File: src/rtl/word_req_pkg.sv
// Shared definitions for the data request monitor.
// Assumes every event source is a level whose edges are taken on clk.
package word_req_pkg;
    // Event bit positions in the edge detector bank
    localparam int unsigned EV_XFER  = 0;
    localparam int unsigned EV_START = 1;
    localparam int unsigned EV_RDS   = 2;
    localparam int unsigned EV_WDS   = 3;
    localparam int unsigned EV_WCLK  = 4;
    localparam int unsigned EV_EARLY = 5;
    localparam int unsigned NUM_EV   = 6;

    // Conditions that drop the data request
    typedef struct packed {
        logic cpu_rd;
        logic cpu_wr;
        logic eor;
        logic fm;
        logic eop;
        logic lost;
    } clr_src_t;
endpackage

File: src/rtl/edge_bank.sv
// Rising and falling edge detection for a vector of level inputs.
// Assumes inputs are already synchronous to clk. The history register is
// not reset, so a level held through reset gives no edge afterwards.
module edge_bank #(
    parameter int unsigned W = 6
) (
    input  logic         clk,
    input  logic [W-1:0] lvl,
    output logic [W-1:0] rise,
    output logic [W-1:0] fall
);
    logic [W-1:0] prev_q;

    // Keep the previous sample of every input
    always_ff @(posedge clk) begin
        prev_q <= lvl;
    end

    for (genvar i = 0; i < W; i++) begin : g_bit
        // Compare the current level with the last sample
        always_comb begin
            rise[i] = lvl[i] & ~prev_q[i];
            fall[i] = ~lvl[i] & prev_q[i];
        end
    end
endmodule

File: src/rtl/req_ctrl.sv
// Holds the request for the next computer word.
// Assumes the set events are single-cycle edge pulses. Any clear source
// overrides a set, and buffered mode blocks both set events.
module req_ctrl
    import word_req_pkg::*;
(
    input  logic     clk,
    input  logic     rst_n,
    input  logic     buf_mode,
    input  logic     set_xfer,
    input  logic     set_start,
    input  clr_src_t clr,
    output logic     req
);
    logic any_clr;

    // Collapse the clear sources
    always_comb any_clr = |clr;

    // Request flag: clear first, then a set when not buffered
    always_ff @(posedge clk) begin
        if (!rst_n || any_clr)
            req <= 1'b0;
        else if (!buf_mode && (set_xfer || set_start))
            req <= 1'b1;
    end

    assert_clear_wins_R3: assert property (@(posedge clk) disable iff (!rst_n)
        (clr.eop || clr.lost || clr.cpu_rd) |=> !req);
    assert_buf_blocks_R1: assert property (@(posedge clk) disable iff (!rst_n)
        (buf_mode && !req) |=> !req);
endmodule

File: src/rtl/loss_det.sv
// Sticky detection of lost data on the read and the write path.
// Assumes the strobe inputs are edge pulses. The write strobe edge only
// happens during write motion.
module loss_det (
    input  logic clk,
    input  logic rst_n,
    input  logic read_motion,
    input  logic buf_mode,
    input  logic last_word,
    input  logic buf1_full,
    input  logic buf2_full,
    input  logic rds_rise,
    input  logic wds_rise,
    output logic lost
);
    logic rd_loss;
    logic wr_loss;

    // Read: a tape character arrives while stage 1 is still occupied
    always_comb rd_loss = read_motion && rds_rise && buf1_full && (buf_mode || last_word);
    // Write: a character is due while the output stage is empty, buffered only
    always_comb wr_loss = wds_rise && buf_mode && !buf2_full;

    // Sticky flag, cleared only by reset
    always_ff @(posedge clk) begin
        if (!rst_n)
            lost <= 1'b0;
        else if (rd_loss || wr_loss)
            lost <= 1'b1;
    end

    assert_sticky_R6: assert property (@(posedge clk) disable iff (!rst_n)
        lost |=> lost);
    assert_quiet_unbuf_R5: assert property (@(posedge clk) disable iff (!rst_n)
        (!lost && !read_motion && !buf_mode) |=> !lost);
    assert_read_gate_R4: assert property (@(posedge clk) disable iff (!rst_n)
        (!lost && !buf1_full && !wds_rise) |=> !lost);
endmodule

File: src/rtl/first_word_ctl.sv
// Tracks the first word of a write record and raises the late-word lockout.
// Assumes the event inputs are edge pulses. An arming flag limits the
// lockout test to the first early strobe after each motion start.
module first_word_ctl (
    input  logic clk,
    input  logic rst_n,
    input  logic start_rise,
    input  logic wclk_fall,
    input  logic early_rise,
    input  logic buf2_full,
    output logic first_word,
    output logic lockout
);
    logic armed_q;

    // First-word flag: set by start, cleared by a write clock fall
    always_ff @(posedge clk) begin
        if (!rst_n)
            first_word <= 1'b0;
        else if (start_rise)
            first_word <= 1'b1;
        else if (wclk_fall)
            first_word <= 1'b0;
    end

    // Armed from start until the first early strobe
    always_ff @(posedge clk) begin
        if (!rst_n)
            armed_q <= 1'b0;
        else if (start_rise)
            armed_q <= 1'b1;
        else if (early_rise)
            armed_q <= 1'b0;
    end

    // Lockout pulse when the first early strobe finds stage 2 empty
    always_ff @(posedge clk) begin
        if (!rst_n)
            lockout <= 1'b0;
        else
            lockout <= armed_q && early_rise && !buf2_full;
    end

    assert_single_pulse_R9: assert property (@(posedge clk) disable iff (!rst_n)
        (lockout && !start_rise) |=> !lockout);
    assert_needs_empty_R9: assert property (@(posedge clk) disable iff (!rst_n)
        $rose(lockout) |-> !$past(buf2_full));
    assert_first_clear_R8: assert property (@(posedge clk) disable iff (!rst_n)
        (first_word && wclk_fall && !start_rise) |=> !first_word);
endmodule

File: src/rtl/word_req_monitor.sv
// Top of the data request and lost-data monitor.
// Builds the tape write strobe, takes the edges of every event level and
// connects the request, loss and first-word controllers.
module word_req_monitor
    import word_req_pkg::*;
(
    input  logic clk,
    input  logic rst_n,
    input  logic buf_mode,
    input  logic xfer_pulse,
    input  logic wm_start,
    input  logic cpu_rd_stb,
    input  logic cpu_wr_stb,
    input  logic eor_seq,
    input  logic fm_det,
    input  logic eop,
    input  logic last_word,
    input  logic buf1_full,
    input  logic buf2_full,
    input  logic read_motion,
    input  logic write_motion,
    input  logic tape_rd_stb,
    input  logic wr_clk,
    input  logic pe_req,
    input  logic hi_density,
    input  logic early_wds,
    output logic data_req,
    output logic lost_data,
    output logic first_word,
    output logic lockout,
    output logic tape_wr_stb
);
    logic [NUM_EV-1:0] ev_lvl;
    logic [NUM_EV-1:0] ev_rise;
    logic [NUM_EV-1:0] ev_fall;
    clr_src_t          clr;

    // Tape write strobe: density picks the source, gated by write motion
    always_comb tape_wr_stb = write_motion && (hi_density ? pe_req : wr_clk);

    // Gather the event levels into one vector
    always_comb begin
        ev_lvl           = '0;
        ev_lvl[EV_XFER]  = xfer_pulse;
        ev_lvl[EV_START] = wm_start;
        ev_lvl[EV_RDS]   = tape_rd_stb;
        ev_lvl[EV_WDS]   = tape_wr_stb;
        ev_lvl[EV_WCLK]  = wr_clk;
        ev_lvl[EV_EARLY] = early_wds;
    end

    // Collect the request clear sources
    always_comb begin
        clr.cpu_rd = cpu_rd_stb;
        clr.cpu_wr = cpu_wr_stb;
        clr.eor    = eor_seq;
        clr.fm     = fm_det;
        clr.eop    = eop;
        clr.lost   = lost_data;
    end

    edge_bank #(.W(NUM_EV)) u_edges (
        .clk  (clk),
        .lvl  (ev_lvl),
        .rise (ev_rise),
        .fall (ev_fall)
    );

    req_ctrl u_req (
        .clk       (clk),
        .rst_n     (rst_n),
        .buf_mode  (buf_mode),
        .set_xfer  (ev_rise[EV_XFER]),
        .set_start (ev_rise[EV_START]),
        .clr       (clr),
        .req       (data_req)
    );

    loss_det u_loss (
        .clk         (clk),
        .rst_n       (rst_n),
        .read_motion (read_motion),
        .buf_mode    (buf_mode),
        .last_word   (last_word),
        .buf1_full   (buf1_full),
        .buf2_full   (buf2_full),
        .rds_rise    (ev_rise[EV_RDS]),
        .wds_rise    (ev_rise[EV_WDS]),
        .lost        (lost_data)
    );

    first_word_ctl u_first (
        .clk        (clk),
        .rst_n      (rst_n),
        .start_rise (ev_rise[EV_START]),
        .wclk_fall  (ev_fall[EV_WCLK]),
        .early_rise (ev_rise[EV_EARLY]),
        .buf2_full  (buf2_full),
        .first_word (first_word),
        .lockout    (lockout)
    );

    assert_wds_motion_R7: assert property (@(posedge clk) disable iff (!rst_n)
        tape_wr_stb |-> write_motion);
    assert_lost_blocks_req_R3: assert property (@(posedge clk) disable iff (!rst_n)
        $past(lost_data) |-> !data_req);
endmodule

File: config.mk
export PLATFORM = sky130hd
export DESIGN_NAME = word_req_monitor
export DESIGN_NICKNAME = d
export VERILOG_FILES = /design/src/rtl/word_req_pkg.sv /design/src/rtl/edge_bank.sv /design/src/rtl/req_ctrl.sv /design/src/rtl/loss_det.sv /design/src/rtl/first_word_ctl.sv /design/src/rtl/word_req_monitor.sv
export SDC_FILE = /design/constraint.sdc
export NUM_CORES = 1
export LEC_CHECK = 0
export BUFFER_PORTS_ARGS = -buffer_cell sky130_fd_sc_hd__buf_2
export CAP_MARGIN = 20
export CORE_UTILIZATION = 27
export DETAILED_ROUTE_END_ITERATION = 6
export PLACE_DENSITY = 0.59
export SKIP_CTS_REPAIR_TIMING = 1
export SYNTH_ARGS = -nofsm -noshare
export SYNTH_HDL_FRONTEND = slang
export SYNTH_SLANG_ARGS = --single-unit
File: constraint.sdc
create_clock -name clk -period 3.2 [get_ports clk]
set_clock_uncertainty 0.15 [all_clocks]
set_input_delay 0.48 -clock clk [delete_from_list [all_inputs] [get_ports clk]]
set_output_delay 0.48 -clock clk [all_outputs]
set_load 0.005 [all_outputs]
-- Word-level counts from Yosys, hierarchy flattened
Index checks and enable logic that the tools add are counted.
- multiplexer cells: 5
- bitwise operators: 12
- reductions and logical operators: 19
- operator list (kind ; count):
    $logic_and 1x1->1 ; 9
    $and 1x1->1 ; 6
    $not 1->1 ; 6
    $reduce_or 6->1 ; 1
    $mux 1 ; 5
    $logic_or 1x1->1 ; 4
    $reduce_bool 2->1 ; 2
    $logic_not 1->1 ; 3
- register bits: 11
- bits of input ports: 20
- output and inout port bits: 5
- word-level logic and storage cells: 42

-- Logic depth before layout (Yosys ltp)
Gate-level depths: netlist (run 1).
- word-level depth: 6
- depth in mapped cells: 3
- gate-level depth less buffers: 3

-- Hierarchy
A second synthesis (run 1) with hierarchy kept.
- cells, all modules: 37
- area, all modules: 447.9 um2
- modules (own cells, without submodules) (module ; instances ; cells each ; area each (um2) ; seq. area each (um2)):
    edge_bank ; 1 ; 18 ; 225.2 ; 120.1
    first_word_ctl ; 1 ; 8 ; 97.6 ; 60.1
    req_ctrl ; 1 ; 5 ; 60.1 ; 20.0
    loss_det ; 1 ; 4 ; 48.8 ; 20.0
    word_req_monitor ; 1 ; 2 ; 16.3 ; 0.0

-- Worst setup path before layout (run 1)
OpenSTA, ideal clock, no wires.
- path kind: input -> output
- start point: input port hi_density
- end point: output port tape_wr_stb
- arrival time: 0.756 ns
- required time: 2.570 ns
- setup slack: 1.814 ns
- stages on the path: 2
- path buffers: 0
- cells stage by stage: mux2i_1 -> nor2b_1
- cells in the longest elaborated chain, start to end: 2
- ends and longest elaborated chain (element ; line ; RTL):
    start, declared ; word_req_monitor.sv:25 ; input logic hi_density,
    $mux 1 ; word_req_monitor.sv:39 ; always_comb tape_wr_stb = write_motion && (hi_density ? pe_req : wr_clk);
    $logic_and 1x1->1 ; word_req_monitor.sv:39 ;
    end, declared ; word_req_monitor.sv:31 ; output logic tape_wr_stb
Every way passes these cells.

-- Worst setup path after layout (run 1)
Ends and elaborated chain as after synthesis.

==> results of run 1 <==
## cell type report
class                      instances  share of cell area [%]
sequential                        11                    41.2
timing repair buffer              24                    22.5
clock buffer                       4                    4.92
multi-input combinational         19                    26.7
inverter                           2                    1.41
tap                               14                    3.28
## layer usage
| metal | track usage (%) | wire [microns] |
|---|---|---|
| met1 | 10.1 | 310 |
| met2 | 17.5 | 296 |
| met3 | 8.67 | 102 |
| met4 | 12.9 | 25 |
| met5 | 0 | 0 |
## metrics by stage
stage          cell area, sq um  instances  hold slack [ps]  setup WS [ps]  utilization (%)
2_1_floorplan               370         32              292           1810                -
3_3_place_gp                508         70              312           1570             42.8
3_5_place_dp                508         70              305           1550             42.8
4_1_cts                     534         74              165           1530             45.0
5_1_grt                     534         74              165           1470             45.0
6_report                    534         74              173           1540             45.0
## Yosys cell counts (all sizes together)
cell type / n
dfxtp: 11
a21boi: 2
inv: 2
nand2b: 2
nor3: 2
o21ai: 2
a21oi: 1
a221o: 1
and4bb: 1
mux2i: 1
nand2: 1
nand3b: 1
nor2b: 1
nor3b: 1
nor4b: 1
o211a: 1
o211ai: 1
## power by group through the flow
| stage | Combinational, W | Clock (W) | Sequential (W) |
|---|---|---|---|
| 3_5_place_dp | 0.0000262 | 0 | 0.000149 |
| 6_report | 0.0000260 | 0.0000933 | 0.000146 |
| 2_1_floorplan | 0.00000878 | 0 | 0.000149 |
| 4_1_cts | 0.0000264 | 0.0000994 | 0.000146 |
| 3_3_place_gp | 0.0000258 | 0 | 0.000149 |
| 5_1_grt | 0.0000294 | 0.000103 | 0.000146 |
## worst paths after layout
path | slack (ps) | cells past startpoint | end
min reg2reg | 330 | 2 | u_first.lockout
max | 1540 | 4 | tape_wr_stb
max reg2reg | 2120 | 2 | u_loss.lost
min | 170 | 1 | u_edges.prev_q[2]
## registers in the layout (all words and copies together) (netlist names)
signal              count
u_edges.prev_q          6
u_req.req               1
u_first.armed_q         1
u_loss.lost             1
u_first.lockout         1
u_first.first_word      1
## worst register-to-register path, stage by stage, from the launching register on
cell      delay (ps)
dfxtp_1          310
and4bb_1         200
a221o_1          310
## logic make-up after synthesis
| logic type | synth area share [%] |
|---|---|
| AO/OA/AOI/OAI | 15.5 |
| buffers and inverters | 2.03 |
| flip-flops | 59.5 |
| multiplexers | 2.70 |
| AND/OR/NAND/NOR | 20.3 |
==> impl_metrics.csv, run 1 <==
group,metric,value,unit
route,vias_per_cell,4.53,
pwr,irDropWorstVdd,238,uV
cells_and_area,final_nets,81,
cells_and_area,n_antenna_cell,0,
global_routing,grt_max_degree,8,
synth,synth_area_leader_cell,"dfxtp_1",
timing,finalSetupViolCount,0,
floorplanning,std_cell_rows,12,
synth,avgSynthCellArea,11.6,sq um
synth,ys_warn_count,0,
cells_and_area,drive_above_1_share,46.7,%
pwr,power.density,496,mW/mm^2
cells_and_area,final.fill_count,130,
route,drt-total-wl,735,microns
synth,netlist_area,370,sq um
pwr,cellLeakagePower,0.274,nW
pwr,power.share.sequential,55.0,%
synth,seq_area_frac_synth,59.5,%
timing,fin_crit_sh,51.8,%
cells_and_area,ff_latch_area,220,sq um
cts,cts-root-buf,"clkbuf_4",
route,vias,335,
worst_hold_path,hp-class,"primary input to flop",
synth,ys_ff_latch,11,
timing,drv_slew,0,
synth,synth_area_leaders,"dfxtp_1 (59%), a21boi_0 (4.1%), nor4b_2 (4.1%)",
placed_design,io_buffers,24,
floorplanning,ioPinCount,25,
global_routing,antenna_found_initial,0,
cts,htree_levels,1,
pwr,total_power,0.000265,W
timing,setup_tns,0,ps
cells_and_area,final_cell_mix,"buf_2 (24), dfxtp_1 (11), clkbuf_4 (3)",
pwr,p_sw,0.0000577,W
timing,timing_hold_violations_final,0,
synth,synthCells,32,
timing,period_needed,1660,ps
pwr,combPwrFrac,9.8,%
worst_setup_path,startpoint_type,"primary input",
synth,yosysTopAreaCellShare,59.5,%
route,wire_per_inst,9.93,microns
worst_setup_path,cp_num_buf_inv,2,
worst_setup_path,r2r-start,"u_edges.prev_q[3]",
pwr,swShare,21.8,%
pwr,internal-power,0.000208,W
cts,clk_latency,270,ps
route,drc,0,
timing,worst_slew_pin_slew,199,ps
placed_design,place_congestion,0.661,
worst_hold_path,worstHoldStart,"tape_rd_stb",
global_routing,gr-total-overflow,0,
floorplanning,core_area,0.00119,sq mm
worst_setup_path,worstSetupStartpoint,"hi_density",
route,drtIter0Drc,1,
worst_setup_path,slowest_delay,190,ps
worst_setup_path,cp_slowest_cell,"nor2b_1",
cts,cts_tree,"done",
worst_setup_path,cp-end-kind,"output pin",
cts,cts_buffers,3,
route,postRouteAntennaNets,0,
floorplanning,fp.dieH,39.0,microns
worst_setup_path,cp_top_family,"buffers and inverters",
floorplanning,die_area,0.00152,sq mm
global_routing,grt_pass1_vias,285,
timing,rsz0062_at_grt,"no",
placed_design,place_hpwl,552,microns
floorplanning,start_util,31.2,%
cells_and_area,multi_input_area,143,sq um
worst_setup_path,critical_path.most_common_cell,"buf_2",
pwr,p_clk_share,35.2,%
global_routing,grtUsageTotal,12.1,%
outcome,status,"completed",
synth,synthDistinctLibCells,17,
cells_and_area,synthToLayoutAreaGrowth,44.3,%
worst_setup_path,cp.arrival,1030,ps
synth,syn-num-nets,52,
cts,cts_buffer_depth,2,
cells_and_area,final_common_cell,"buf_2",
worst_setup_path,crit_chain,"buf_2, mux2i_1, nor2b_1, buf_2",
route,drtPass1Iterations,2,
run,maxCapViolations,0,
timing,max_slew_margin,86.7,%
floorplanning,dieWidth,39.0,microns
worst_setup_path,crit_fanout,3,
timing,max_freq,0.603,GHz
worst_setup_path,required,2570,ps
cts,clk_pin_slew_worst_paths,70,ps
worst_setup_path,crit_type,"primary input to output pin",
global_routing,grt_pass1_wl,1.07,mm
cts,cts_sinks,11,
Note: power is estimated with default switching activity, not from simulation.
==> run 2, diff against run 1 <==
- ABC_AREA: not set -> 1
- PLACE_DENSITY: 0.59 -> 0.6
- clock period: 3.2 -> 1.3 ns (I/O delays scaled with it)
==> impl_metrics.csv, run 2 <==
group,metric,value,unit
outcome,status,"completed",
worst_setup_path,cp-end-kind,"flop",
synth,synth_area_leader_cell,"dfxtp_1",
synth,synthDistinctLibCells,12,
floorplanning,die_area,0.00165,sq mm
floorplanning,std_cell_rows,13,
route,drt-total-wl,832,microns
synth,synth_top_flop_cell,"dfxtp_1",
synth,ys_async_sr_fraction,0,%
timing,finalSetupViolCount,0,
worst_setup_path,r2r-end,"u_req.req",
timing,timing_hold_violations_final,0,
synth,synth_edf_count,0,
route,drtPass1Iterations,2,
floorplanning,core_area,0.00135,sq mm
worst_hold_path,hp-class,"primary input to flop",
synth,ys_warn_count,0,
route,drtIter0Drc,2,
pwr,cellLeakagePower,0.356,nW
worst_setup_path,startpoint_type,"primary input",
worst_setup_path,cp.arrival,1230,ps
floorplanning,dieWidth,40.6,microns
worst_setup_path,r2r-start,"u_edges.prev_q[1]",
pwr,power.density,1080,mW/mm^2
cts,cts_buffers,3,
route,postRouteAntennaNets,0,
cells_and_area,multi_input_area,129,sq um
cells_and_area,final_common_cell,"buf_2",
cells_and_area,drive_above_1_share,34.9,%
synth,synth_most_common_cell,"inv_1",
worst_setup_path,required,1310,ps
cts,clk_pin_slew_worst_paths,70,ps
run,maxCapViolations,0,
pwr,irDropWorstVdd,583,uV
cts,clk_latency,270,ps
route,wire_per_inst,8.24,microns
global_routing,grt_pass1_vias,329,
synth,seq_area_frac_synth,54.8,%
timing,setup_tns,0,ps
worst_setup_path,crit_type,"primary input to flop",
synth,synthCells,52,
synth,ys_ff_latch,11,
cells_and_area,synthToLayoutAreaGrowth,56.1,%
cts,cts_tree,"done",
floorplanning,fp.dieH,40.6,microns
cells_and_area,ff_latch_area,220,sq um
placed_design,io_buffers,24,
timing,fin_crit_sh,93.4,%
route,vias,409,
cts,cts-root-buf,"clkbuf_4",
cts,cts_buffer_depth,2,
cells_and_area,top_register,"u_edges.prev_q",
worst_setup_path,worstSetupStartpoint,"wm_start",
placed_design,place_congestion,0.653,
timing,period_needed,1210,ps
placed_design,place_hpwl,656,microns
cells_and_area,final_nets,107,
synth,synth_common_cells,"inv_1 (14), dfxtp_1 (11), nand2_1 (8), nor2_1 (8)",
timing,drv_slew,0,
cts,htree_levels,1,
global_routing,gr-total-overflow,0,
cells_and_area,final.fill_count,160,
cells_and_area,n_antenna_cell,0,
timing,rsz0062_at_grt,"no",
worst_setup_path,crit_fanout,3,
cells_and_area,final_cell_mix,"buf_2 (24), inv_1 (14), dfxtp_1 (11)",
timing,max_freq,0.824,GHz
timing,fin_hold_ws,31.1,ps
worst_hold_path,worstHoldStart,"fm_det",
cts,cts_sinks,11,
cells_and_area,largest_reg_flops,6,
synth,synth_area_leaders,"dfxtp_1 (55%), inv_1 (13%), nand2_1 (7.5%)",
worst_setup_path,cp-endpoint,"u_req.req",
global_routing,grtUsageTotal,12.3,%
timing,max_slew_margin,87.2,%
global_routing,grt_pass1_wl,1.24,mm
timing,worst_slew_pin_slew,191,ps
synth,avgSynthCellArea,7.72,sq um
floorplanning,start_util,29.7,%
route,drc,0,
synth,yosysTopAreaCellShare,54.8,%
worst_setup_path,reg2reg_depth,5,
route,vias_per_cell,4.05,
worst_setup_path,regToRegSetupSlack,340,ps
global_routing,grt_max_degree,7,
global_routing,antenna_found_initial,0,
synth,syn-num-nets,72,
floorplanning,ioPinCount,25,
synth,netlist_area,402,sq um
[run 2: cell count changes after synthesis, sizes merged, moves of 2 or more]
cell    previous run  this run
nand2              1         8
nor2               0         9
nand2b             2         0
nand3              0         3
a21boi             2         0
inv                2        14
[run 2: area by class of cell]
cell class / instances / share of cell area, %
Timing Repair Buffer: 30 / 28.7
Sequential cell: 11 / 35.1
Tap cell: 15 / 2.99
Inverter: 14 / 8.38
Clock buffer: 4 / 4.19
Multi-Input combinational cell: 27 / 20.6
[run 2: kinds of logic (layout without fill, tap and decap cells)]
logic type | Yosys count | after routing | synth area share [%]
simple gates | 22 | 22 | 25.5
flops | 11 | 11 | 54.8
buf+inv | 14 | 48 | 13.1
compound gates | 5 | 5 | 6.54
[run 2: worst min-delay path by stage]
stage	to	slack [ps]	cells after the start
finish	u_req.req	30	4
global route	u_req.req	20	4
CTS	u_edges.prev_q[5]	-120	1
detailed placement	u_edges.prev_q[0]	160	1
global placement	u_edges.prev_q[0]	160	1
floorplan	u_edges.prev_q[0]	70	0
[run 2: per-stage QoR]
stage | cell area [sq um] | std cells | util, % | worst slack [ps] | total power [W]
after floorplan | 402 | 52 | - | 423 | 0.000399
after global routing | 627 | 101 | 46.4 | 14.0 | 0.000723
after CTS | 567 | 95 | 42.0 | 201 | 0.000681
final | 627 | 101 | 46.4 | 85.8 | 0.000677
after detailed placement | 541 | 91 | 40.0 | 319 | 0.000442
after global placement | 541 | 91 | 40.0 | 331 | 0.000440
[run 2: routing by layer]
layer	track usage [%]	vias up	wire (microns)
met3	10.0	0	71
met1	12.0	170	368
met2	20.2	16	393
met4	2.50	0	0
li1	-	223	-
met5	0	-	0
[run 2: critical path, stage by stage]
cell           delay [ps]
dlygate4sd3_1         530
buf_2                 120
nand2_1                90
o21ai_0                90
a21oi_1               150
nor2_1                 50
[run 2: power by group]
| part | leakage, nW | switching, W | internal (W) |
|---|---|---|---|
| clock network | 0.0150 | 0.000112 | 0.000119 |
| logic | 0.250 | 0.0000373 | 0.0000504 |
| registers | 0.0914 | 0.00000546 | 0.000354 |
==> run 3, diff against run 2 <==
- RECOVER_POWER: not set -> 100
==> impl_metrics.csv, run 3 (synthesized netlist as in run 2, its figures left out) <==
group,metric,value,unit
floorplanning,die_area,0.00165,sq mm
floorplanning,std_cell_rows,13,
timing,drv_slew,0,
placed_design,post-place-cells,91,
route,drt-total-wl,832,microns
cells_and_area,multi_input_area,124,sq um
timing,rsz0062_at_grt,"no",
worst_setup_path,crit_fanout,3,
timing,setup_tns,0,ps
cells_and_area,fin_cells,101,
floorplanning,fp.dieH,40.6,microns
placed_design,place_hpwl,656,microns
cts,htree_levels,1,
cells_and_area,postLayoutCoreUtil,45.4,%
route,vias,410,
floorplanning,ioPinCount,25,
cts,cts_buffers,3,
global_routing,grtUsageTotal,12.3,%
timing,period_needed,1210,ps
timing,timing_hold_violations_final,0,
floorplanning,dieWidth,40.6,microns
cells_and_area,drive_above_1_share,25.6,%
route,vias_per_cell,4.06,
floorplanning,start_util,29.7,%
cells_and_area,final_common_cell,"buf_2",
pwr,cellLeakagePower,0.330,nW
worst_setup_path,startpoint_type,"primary input",
timing,worst_slack,85.9,ps
run,maxCapViolations,0,
cells_and_area,final_nets,107,
worst_setup_path,slowest_delay,530,ps
timing,max_slew_margin,87.2,%
cells_and_area,largest_reg_flops,6,
pwr,irDropWorstVdd,582,uV
cts,cts_tree,"done",
placed_design,place_congestion,0.653,
route,drtIter0Drc,0,
cells_and_area,final.fill_count,164,
floorplanning,core_area,0.00135,sq mm
cells_and_area,n_antenna_cell,0,
route,drtPass1Iterations,1,
cells_and_area,final_cell_mix,"buf_2 (17), inv_1 (14), dfxtp_1 (11)",
route,postRouteAntennaNets,0,
cts,clk_pin_slew_worst_paths,70,ps
cells_and_area,top_register,"u_edges.prev_q",
worst_hold_path,hp-class,"primary input to flop",
outcome,status,"completed",
cts,cts_buffer_depth,2,
worst_setup_path,crit_chain,"dlygate4sd3_1, buf_2, nand2_1, o21ai_0, a21oi_1, nor2_1",
cts,clk_latency,270,ps
cells_and_area,synthToLayoutAreaGrowth,52.6,%
pwr,power.density,1100,mW/mm^2
timing,fin_crit_sh,93.4,%
worst_setup_path,cp_top_family,"buffers and inverters",
global_routing,grt_max_degree,7,
global_routing,gr-total-overflow,0,
worst_setup_path,cp_num_buf_inv,2,
cells_and_area,ff_latch_area,220,sq um
worst_setup_path,cp-end-kind,"flop",
worst_setup_path,crit_type,"primary input to flop",
cts,cts_sinks,11,
global_routing,grt_pass1_wl,1.24,mm
global_routing,antenna_found_initial,0,
placed_design,io_buffers,24,
global_routing,grt_pass1_vias,329,
worst_setup_path,cp_slowest_cell,"dlygate4sd3_1",
timing,max_freq,0.824,GHz
cts,cts-root-buf,"clkbuf_4",
route,wire_per_inst,8.24,microns
timing,fin_hold_ws,31.0,ps
timing,worst_slew_pin_slew,191,ps
placed_design,dp_slack,319,ps
timing,finalSetupViolCount,0,
worst_setup_path,cp.arrival,1230,ps
worst_setup_path,required,1310,ps
route,drc,0,
run 3: final cells by class:
class	count	area share, %
clock buffer	4	4.29
inverter	14	8.57
sequential	11	35.9
multi-input combinational	27	20.2
tap	15	3.06
timing repair buffer	30	28.0
run 3: tightest hold or removal path, stage by stage:
cell	delay [ps]
buf_2	80
nor2_1	30
nand3_1	70
nor2_1	40
run 3: final timing paths:
kind	slack (ps)	depth (start not counted)	endpoint	start
setup reg to reg	340	5	u_req.req	u_edges.prev_q[1]
hold reg to reg	280	1	u_first.lockout	u_edges.prev_q[5]
setup / recovery	90	6	u_req.req	wm_start
hold / removal	30	4	u_req.req	fm_det
run 3: per-layer routing:
layer	part of all wire [%]	track usage, %	wire length [microns]
met1	44	12.0	368
met2	47	20.2	393
met3	8.5	10.0	71
met4	0	2.50	0
met5	0	0	0
run 3: metrics by stage:
step,instance area [sq um],total power [W]
after global placement,541,0.000440
final,613,0.000674
after floorplan,402,0.000399
after CTS,567,0.000681
after global routing,613,0.000720
after detailed placement,541,0.000442
run 3: where the power goes:
| part | internal [W] | switching (W) |
|---|---|---|
| clock | 0.000119 | 0.000112 |
| sequential | 0.000354 | 0.00000554 |
| combinational | 0.0000476 | 0.0000366 |
